File: src/rtl/sfm_pkg.sv
package sfm_pkg;

  // first integrator width for a feedback gain of 2^gl
  function automatic int int1_w(input int gl);
    return gl + 5;
  endfunction

  // second integrator width for a feedback gain of 2^gl
  function automatic int int2_w(input int gl);
    return gl + 8;
  endfunction

  // signed width that holds a sum of per ±1 terms
  function automatic int acc_w(input int per);
    return $clog2(per) + 2;
  endfunction

  typedef enum logic {
    ST_IDLE = 1'b0,
    ST_RUN  = 1'b1
  } run_state_e;

endpackage

File: src/rtl/sfm_dsm2.sv
// Second-order one-bit modulator with two registered integrators.
module sfm_dsm2
  import sfm_pkg::*;
#(
  parameter int UW = 5,
  parameter int GL = 4,
  localparam int I1W = int1_w(GL),
  localparam int I2W = int2_w(GL)
) (
  input  logic                  clk,
  input  logic                  rst_n,
  input  logic                  clr,
  input  logic                  en,
  input  logic signed [UW-1:0]  u,
  output logic                  q,
  output logic signed [I1W-1:0] i1_o,
  output logic signed [I2W-1:0] i2_o
);

  localparam int FBV = 1 << GL;

  logic signed [I1W-1:0] i1_q, i1_d, fb1;
  logic signed [I2W-1:0] i2_q, i2_d, fb2;

  // quantizer: non-negative second integrator gives +1
  assign q = ~i2_q[I2W-1];

  always_comb begin
    fb1  = q ? I1W'(FBV) : -I1W'(FBV);
    fb2  = I2W'(fb1);
    i1_d = i1_q + I1W'(u) - fb1;
    i2_d = i2_q + I2W'(i1_d) - fb2;
  end

  always_ff @(posedge clk) begin
    if (!rst_n || clr) begin
      i1_q <= '0;
      i2_q <= '0;
    end else if (en) begin
      i1_q <= i1_d;
      i2_q <= i2_d;
    end
  end

  assign i1_o = i1_q;
  assign i2_o = i2_q;

endmodule

File: src/rtl/sfm_steer.sv
// Chooses +sample or -sample for a later stage from the earlier stage's bit.
module sfm_steer #(
  parameter int W = 4
) (
  input  logic                sel,
  input  logic signed [W-1:0] smp,
  output logic signed [W:0]   u
);

  logic signed [W:0] ext;

  always_comb begin
    ext = (W+1)'(smp);
    u   = sel ? ext : -ext;
  end

endmodule

File: src/rtl/sfm_ctrl.sv
// Period sequencer and input handshake.
module sfm_ctrl
  import sfm_pkg::*;
#(
  parameter int PERIOD = 256
) (
  input  logic clk,
  input  logic rst_n,
  input  logic smp_valid,
  output logic smp_ready,
  output logic take,
  output logic run,
  output logic last
);

  localparam int CW = (PERIOD > 2) ? $clog2(PERIOD) : 1;

  run_state_e    state_q;
  logic [CW-1:0] cnt_q;

  assign run       = (state_q == ST_RUN);
  assign last      = run && (cnt_q == CW'(PERIOD - 1));
  assign smp_ready = (state_q == ST_IDLE) || last;
  assign take      = smp_valid && smp_ready;

  always_ff @(posedge clk) begin
    if (!rst_n) begin
      state_q <= ST_IDLE;
      cnt_q   <= '0;
    end else if (take) begin
      state_q <= ST_RUN;
      cnt_q   <= '0;
    end else if (last) begin
      state_q <= ST_IDLE;
      cnt_q   <= '0;
    end else if (run) begin
      cnt_q   <= cnt_q + CW'(1);
    end
  end

endmodule

File: src/rtl/sfm_accum.sv
// Sums the ±1 product bits across one period.
module sfm_accum #(
  parameter int AW = 10
) (
  input  logic                 clk,
  input  logic                 rst_n,
  input  logic                 run,
  input  logic                 last,
  input  logic                 bit_i,
  output logic                 sum_valid,
  output logic signed [AW-1:0] sum_value
);

  logic signed [AW-1:0] acc_q, step;

  assign step = bit_i ? AW'(1) : -AW'(1);

  always_ff @(posedge clk) begin
    if (!rst_n) begin
      acc_q     <= '0;
      sum_value <= '0;
      sum_valid <= 1'b0;
    end else begin
      sum_valid <= 1'b0;
      if (run) begin
        if (last) begin
          sum_value <= acc_q + step;
          sum_valid <= 1'b1;
          acc_q     <= '0;
        end else begin
          acc_q <= acc_q + step;
        end
      end
    end
  end

endmodule

File: src/rtl/sgnflip_mul.sv
// Multiplier built from a chain of sign-steered delta-sigma modulators.
// GL must be at least W so every stage input stays within half the feedback.
module sgnflip_mul
  import sfm_pkg::*;
#(
  parameter int NIN    = 2,
  parameter int W      = 8,
  parameter int GL     = 8,
  parameter int PERIOD = 1024
) (
  input  logic                                clk,
  input  logic                                rst_n,
  input  logic                                smp_valid,
  output logic                                smp_ready,
  input  logic [NIN*W-1:0]                    smp_data,
  output logic                                prod_valid,
  output logic                                prod_bit,
  output logic                                sum_valid,
  output logic signed [acc_w(PERIOD)-1:0]     sum_value
);

  localparam int I1W = int1_w(GL);
  localparam int I2W = int2_w(GL);
  localparam int AW  = acc_w(PERIOD);
  localparam int UW  = W + 1;

  logic                 take, run, last;
  logic [NIN*W-1:0]     held_flat;
  logic [NIN-1:0]       stg_q;
  logic [NIN*UW-1:0]    stg_u_flat;
  logic [NIN*I1W-1:0]   stg_i1_flat;
  logic [NIN*I2W-1:0]   stg_i2_flat;

  sfm_ctrl #(.PERIOD(PERIOD)) u_ctrl (
    .clk       (clk),
    .rst_n     (rst_n),
    .smp_valid (smp_valid),
    .smp_ready (smp_ready),
    .take      (take),
    .run       (run),
    .last      (last)
  );

  // sample registers, loaded once per accepted set
  always_ff @(posedge clk) begin
    if (!rst_n)    held_flat <= '0;
    else if (take) held_flat <= smp_data;
  end

  for (genvar k = 0; k < NIN; k++) begin : g_stage
    logic signed [UW-1:0]  u_k;
    logic signed [I1W-1:0] i1_k;
    logic signed [I2W-1:0] i2_k;

    if (k == 0) begin : g_head
      assign u_k = UW'($signed(held_flat[k*W +: W]));
    end else begin : g_link
      sfm_steer #(.W(W)) u_steer (
        .sel (stg_q[k-1]),
        .smp ($signed(held_flat[k*W +: W])),
        .u   (u_k)
      );
    end

    sfm_dsm2 #(.UW(UW), .GL(GL)) u_mod (
      .clk   (clk),
      .rst_n (rst_n),
      .clr   (take),
      .en    (run),
      .u     (u_k),
      .q     (stg_q[k]),
      .i1_o  (i1_k),
      .i2_o  (i2_k)
    );

    assign stg_u_flat[k*UW +: UW]    = u_k;
    assign stg_i1_flat[k*I1W +: I1W] = i1_k;
    assign stg_i2_flat[k*I2W +: I2W] = i2_k;
  end

  assign prod_valid = run;
  assign prod_bit   = run & stg_q[NIN-1];

  sfm_accum #(.AW(AW)) u_acc (
    .clk       (clk),
    .rst_n     (rst_n),
    .run       (run),
    .last      (last),
    .bit_i     (stg_q[NIN-1]),
    .sum_valid (sum_valid),
    .sum_value (sum_value)
  );

endmodule

File: config.mk
export PLATFORM = sky130hd
export DESIGN_NAME = sgnflip_mul
export DESIGN_NICKNAME = d
export VERILOG_FILES = /design/src/rtl/sfm_pkg.sv /design/src/rtl/sfm_dsm2.sv /design/src/rtl/sfm_steer.sv /design/src/rtl/sfm_ctrl.sv /design/src/rtl/sfm_accum.sv /design/src/rtl/sgnflip_mul.sv
export SDC_FILE = /design/constraint.sdc
export NUM_CORES = 1
export LEC_CHECK = 0
export CAP_MARGIN = 10
export CORE_ASPECT_RATIO = 0.8
export CORE_MARGIN = 4
export CORE_UTILIZATION = 40
export CTS_BUF_LIST = sky130_fd_sc_hd__clkbuf_8
export DETAILED_ROUTE_END_ITERATION = 6
export RECOVER_POWER = 100
export SLEW_MARGIN = 0
export SYNTH_ARGS = -nofsm -noshare
export SYNTH_HDL_FRONTEND = slang
export SYNTH_SLANG_ARGS = --single-unit
File: constraint.sdc
create_clock -name clk -period 5.7 [get_ports clk]
set_clock_uncertainty 0.05 [all_clocks]
set_input_delay 1.14 -clock clk [delete_from_list [all_inputs] [get_ports clk]]
set_output_delay 1.14 -clock clk [all_outputs]
set_load 0.01 [all_outputs]
==> impl_metrics.csv, run 1 <==
group,metric,value,unit
place,routabilityCongestion,0.802,
worst_setup_path,r2r_start,"held_flat[8]$_SDFFE_PN0P_",
route,vias,6397,
global_routing,grt-ovfl-total,0,
sta,rsz0062_at_grt,"no",
place,dp_hpwl,13200,µm
sta,layout_min_cycle_time,5320,ps
floorplanning,die_h,136,µm
logic_synthesis,yosys.area.top_type,"dfxtp_1",
worst_setup_path,crit_type,"reg -> reg",
floorplanning,start_util,0.408,
route,wl_met3,651,µm
worst_setup_path,required,5940,ps
worst_setup_path,reg2reg_depth,25,
logic_synthesis,async_reset_ff_frac,0,
sta,timing.final.crit_share,0.934,
sta,worst_slack,377,ps
worst_setup_path,cp_max_fo,5,
logic_synthesis,syn_area_per_cell,8.22,µm²
final_layout,layout.nets,1154,
floorplanning,core,19900,µm²
run_status,outcome,"finished, violations left",
cts,clock_latency,390,ps
worst_setup_path,startpoint_type,"flip-flop",
floorplanning,die_w,167,µm
sta,setup_viol,0,
job,maxCapViolCount,2,
logic_synthesis,yosysWarnings,0,
worst_setup_path,r2r_slack,380,ps
sta,fmax,0.188,GHz
logic_synthesis,seq_area_frac_synth,0.271,
global_routing,track_usage,0.162,
floorplanning,dieArea,22700,µm²
final_layout,area_growth,9.74,%
worst_setup_path,arrival,5560,ps
logic_synthesis,synth-edff-count,0,
route,wl_met2,6900,µm
logic_synthesis,synth_cells,989,
sta,slew_headroom,-0.555,
worst_setup_path,timing.rr.end,"g_stage[1].u_mod.i2_o[15]$_SDFFE_PP0P_",
logic_synthesis,ys_types,63,
global_routing,grt_pass1_wl,30500,µm
worst_setup_path,cp-end-kind,"flip-flop",
sta,fin_setup_tns,0,ps
route,wl_met1,10100,µm
route,drt_iter0_drc,375,
route,drtAntennaViolNets,0,
cts,cts_buffers,9,
hold_path,hp-class,"reg -> reg",
route,drc,0,
logic_synthesis,ys_dominant_reg_cell,"dfxtp_1",
logic_synthesis,synth_top_area_share,0.271,
cts,cts_max_level,3,
sta,tightest_slew,2330,ps
cts,cts_tree,"built",
place,place_ws,459,ps
place,port_buffers,34,
floorplanning,ios,35,
cts,cts.sinks,110,
logic_synthesis,synth_nets,1129,
sta,whs,421,ps
cts,cts-root-buf,"clkbuf_8",
final_layout,drive_above_1_share,0.0363,
route,drt_pass1_iterations,5,
logic_synthesis,synthTopCellsByArea,"dfxtp_1 27%, ha_1 16%, inv_1 5.9%",
run_status,violations,"max-capacitance violations, max-slew violations",
global_routing,antenna_found_initial,0,
logic_synthesis,synth_seq_cells,110,
logic_synthesis,synth_area,8130,µm²
worst_setup_path,startpoint,"held_flat[8]$_SDFFE_PN0P_",
final_layout,fillers,2034,
sta,hold_viol_final,0,
global_routing,grt_max_degree,46,
final_layout,antennaDiodeCount,0,
route,wl_per_cell,13.9,µm
floorplanning,rows,46,
cts,cts_buffer_depth,2,
route,totalWireLength,17800,µm
worst_setup_path,critical_path.endpoint,"g_stage[1].u_mod.i2_o[15]$_SDFFE_PP0P_",
global_routing,grt_pass1_vias,5986,
sta,finalMaxSlewViolations,66,
cts,path_clk_slew,120,ps
route,vias_per_cell,4.99,
route,top_layer,"met4",
[worst min-delay path by stage]
stage | from | end | slack [ps] | depth (start not counted)
global placement | held_flat[2]$_SDFFE_PN0P_ | held_flat[2]$_SDFFE_PN0P_ | 390 | 2
finish | held_flat[2]$_SDFFE_PN0P_ | held_flat[2]$_SDFFE_PN0P_ | 420 | 2
global route | held_flat[2]$_SDFFE_PN0P_ | held_flat[2]$_SDFFE_PN0P_ | 440 | 2
detailed placement | held_flat[2]$_SDFFE_PN0P_ | held_flat[2]$_SDFFE_PN0P_ | 400 | 2
CTS | held_flat[2]$_SDFFE_PN0P_ | held_flat[2]$_SDFFE_PN0P_ | 420 | 2
floorplan | held_flat[15]$_SDFFE_PN0P_ | held_flat[15]$_SDFFE_PN0P_ | 390 | 2
[what timing repair did]
item,4_1_cts,5_1_grt
buffers inserted,0,0
setup endpoints to repair,0,1
hold buffers,0,0
resized for setup,0,1
[through the flow]
stage,utilization,cells,cell area (µm²)
after detailed placement,0.439,1267,8750
final,0.448,1283,8920
after global placement,0.439,1267,8750
after CTS,0.450,1283,8970
after global routing,0.448,1283,8920
after floorplan,-,989,8130
[synth_stat cells, types with 21 or more instances]
cell       n
a21oi_1   66
dfxtp_1  110
ha_1     102
inv_1    128
mux2i_1   33
nand2_1   91
nand3_1   23
nor2_1    85
nor3_1    22
o21ai_0   21
xnor2_1   41
xor2_1    27
[flip-flops by register name (all words and copies together) (netlist names)]
signal,cells
u_ctrl.cnt_q,10
held_flat,16
u_acc.sum_valid,1
g_stage.u_mod.i2_o,32
u_acc.acc_q,12
u_acc.sum_value,12
u_ctrl.run,1
g_stage.u_mod.i1_o,26
[cell usage in the layout, fill, tap and decap left out, types with 3 or more instances in the layout]
master / n
nor3_1: 23
dlygate4sd3_1: 14
o21bai_1: 12
a21oi_1: 67
a31oi_1: 6
dfxtp_1: 109
clkbuf_8: 10
clkdlybuf4s50_1: 20
nand2_1: 91
a211oi_1: 10
o21ai_1: 6
a21o_1: 16
nor2b_1: 7
buf_4: 6
o21ai_0: 23
a2111oi_0: 3
xnor2_1: 41
fa_1: 19
nor2_1: 87
nand4b_1: 3
a22oi_1: 7
and3_1: 11
clkbuf_1: 5
nand4_1: 9
mux2i_1: 33
and2_1: 6
o22ai_1: 5
or3_1: 5
nand2b_1: 11
inv_1: 128
a21boi_0: 8
ha_1: 102
o21a_1: 10
and2_0: 8
xor2_1: 26
o31ai_1: 5
nand3_1: 23
nand3b_1: 4
[cell families (layout without fill, tap and decap cells)]
group | count (synthesis) | in the layout | share of synthesized area
compound gates | 200 | 200 | 0.163
xor+xnor | 68 | 68 | 0.0733
fa+ha+maj | 121 | 121 | 0.204
buf+inv | 162 | 192 | 0.0776
flops | 110 | 110 | 0.271
mux | 34 | 34 | 0.0420
simple gates | 294 | 294 | 0.170
[layer usage]
layer / global-route usage / vias to the layer above
li1: - / 3396
met3: 0.0292 / 10
met4: 0.0338 / 0
met1: 0.256 / 2914
met2: 0.227 / 77
met5: 0 / -
[worst max-delay path: stages, from the launching register on]
cell	delay, ps
dfxtp_1	390
inv_1	60
ha_1	220
nand3b_1	120
o211ai_1	90
o21ai_0	170
inv_1	100
fa_1	500
inv_1	50
ha_1	340
a21o_1	180
a21o_1	170
a21oi_1	200
nand3_1	100
a31o_2	240
nand3_1	120
xor2_2	190
fa_1	450
ha_1	360
a21o_1	190
a21o_1	170
a21oi_1	130
o21ai_1	100
xnor2_1	210
a211oi_1	100
a31o_1	220
[area by class of cell]
| type | instances | area, µm² | share of cell area |
|---|---|---|---|
| clock buffer | 10 | 138 | 0.0154 |
| clock inverter | 6 | 76.3 | 0.00856 |
| inverter | 131 | 493 | 0.0553 |
| multi-input combinational | 717 | 5270 | 0.591 |
| sequential | 110 | 2210 | 0.247 |
| tap | 264 | 330 | 0.0370 |
| timing repair buffer | 45 | 404 | 0.0453 |
Power of run 1 is not shown: default switching activity piles up to over one toggle a cycle in this logic, so the estimate is an artifact.
==> run 2, diff against run 1 <==
CORE_UTILIZATION = 64   (was 40)
DONT_BUFFER_PORTS = 1   (was not set)
PLACE_DENSITY = 0.8   (was not set)
==> run 2 against run 1 <==
Against the previous run:
- the run still ends with max-capacitance violations, max-slew violations left
- wire length down 6.1%
- first-iteration DRC count down 6.4%
- via count up 0.70%
- worst hold slack worse by 7.4 ps
- cell count down 10%
- global-route usage up 8.0 points
- die area down 36%
- maximum frequency up 1.0%
- register-to-register slack better by 50 ps
- core utilization up 24 points
==> impl_metrics.csv, run 2 (same netlist as run 1, synthesis figures left out) <==
group,metric,value,unit
run_status,outcome,"finished, violations left",
run_status,violations,"max-capacitance violations, max-slew violations",
route,drc,0,
place,dpl_cell_area,8270,µm²
worst_setup_path,cp-end-kind,"flip-flop",
worst_setup_path,crit_type,"reg -> reg",
hold_path,hp-class,"reg -> reg",
sta,timing.final.crit_share,0.925,
cts,cts.sinks,110,
route,drt_pass1_iterations,5,
global_routing,grt_pass1_vias,6174,
global_routing,grt_pass1_wl,28900,µm
worst_setup_path,slowest_delay,490,ps
sta,slew_headroom,-0.230,
route,vias_per_cell,5.59,
final_layout,final_cell_area,8460,µm²
floorplanning,dieArea,14600,µm²
route,totalWireLength,16700,µm
sta,hold_viol_final,0,
final_layout,drive_above_1_share,0.0377,
route,drtAntennaViolNets,0,
route,drt_iter0_drc,351,
worst_setup_path,crit_path_frequent_cell,"a21o_1",
sta,rsz0062_at_grt,"no",
final_layout,postLayoutCoreUtil,0.688,
global_routing,grt_max_degree,47,
floorplanning,start_util,0.661,
final_layout,area_growth,4.02,%
sta,fin_setup_tns,0,ps
final_layout,largest_reg_flops,32,
sta,setup_viol,0,
cts,cts_max_level,3,
cts,path_clk_slew,120,ps
worst_setup_path,startpoint_type,"flip-flop",
floorplanning,rows,36,
final_layout,layout.nets,1116,
place,dp_hpwl,12200,µm
cts,cts_tree,"built",
cts,cts_buffers,9,
cts,cts_hold_buf,0,
route,vias,6442,
worst_setup_path,cp_max_fo,5,
sta,layout_min_cycle_time,5270,ps
floorplanning,core,12300,µm²
place,routabilityCongestion,0.855,
global_routing,track_usage,0.242,
worst_setup_path,required,5940,ps
floorplanning,die_w,134,µm
cts,postCtsSetupRepairBufs,0,
worst_setup_path,arrival,5510,ps
place,port_buffers,0,
worst_setup_path,slowest_stage,"fa_1",
cts,clock_latency,400,ps
final_layout,layout_common_cells,"129 x inv_1, 110 x dfxtp_1, 102 x ha_1",
job,maxCapViolCount,1,
floorplanning,die_h,109,µm
global_routing,antenna_found_initial,1,
cts,cts-root-buf,"clkbuf_8",
sta,finalMaxSlewViolations,38,
floorplanning,ios,35,
global_routing,grt-ovfl-total,0,
sta,tightest_slew,1840,ps
sta,fmax,0.190,GHz
final_layout,layout_commonest_cell,"inv_1",
cts,cts_buffer_depth,2,
route,wl_per_cell,14.5,µm
cts,cts_resized,0,
-- run 2: cell types whose count changed in the layout (fill, tap and decap cells not counted), sizes merged --
cell / delta
clkinv: +2
clkdlybuf4s50: -20
dlygate4sd3: -14
clkbuf: -5
inv: +2
diode: +1
clkinvlp: -3
-- run 2: path summary, 6_finish.rpt --
path | slack [ps] | start | cells past startpoint | endpoint
setup / recovery | 430 | held_flat[8]$_SDFFE_PN0P_ | 25 | g_stage[1].u_mod.i2_o[15]$_SDFFE_PP0P_
hold / removal | 410 | held_flat[2]$_SDFFE_PN0P_ | 2 | held_flat[2]$_SDFFE_PN0P_
setup reg to reg | 430 | held_flat[8]$_SDFFE_PN0P_ | 25 | g_stage[1].u_mod.i2_o[15]$_SDFFE_PP0P_
hold reg to reg | 410 | held_flat[2]$_SDFFE_PN0P_ | 2 | held_flat[2]$_SDFFE_PN0P_
-- run 2: final cells by class --
cell class / instances / area [µm²]
antenna: 1 / 2.50
inverter: 131 / 497
timing repair buffer: 7 / 48.8
clock inverter: 7 / 80.1
fill: 995 / 3840
clock buffer: 9 / 124
tap: 171 / 214
multi-input combinational: 717 / 5290
sequential: 110 / 2200
-- run 2: layer usage --
layer | track usage | vias up | routed length [µm]
li1 | - | 3316 | -
met1 | 0.345 | 2997 | 8700
met2 | 0.383 | 114 | 7080
met3 | 0.0457 | 15 | 740
met4 | 0.0565 | 0 | 189
met5 | 0 | - | 0
-- run 2: through the flow --
step	hold WS, ps	worst slack, ps	std cells
after global placement	395	456	1136
after global routing	445	69.4	1153
final	413	429	1153
after CTS	415	335	1152
after detailed placement	398	389	1136
after floorplan	386	514	989
-- run 2: critical path, delay by kind of cell (launching register included) --
family	cells	cell delay (ps)
compound gates	12	1900
fa+ha+maj	5	1890
xor+xnor	2	480
flops	1	380
simple gates	3	310
buf+inv	3	190
Power of run 2 is left out for the same reason.
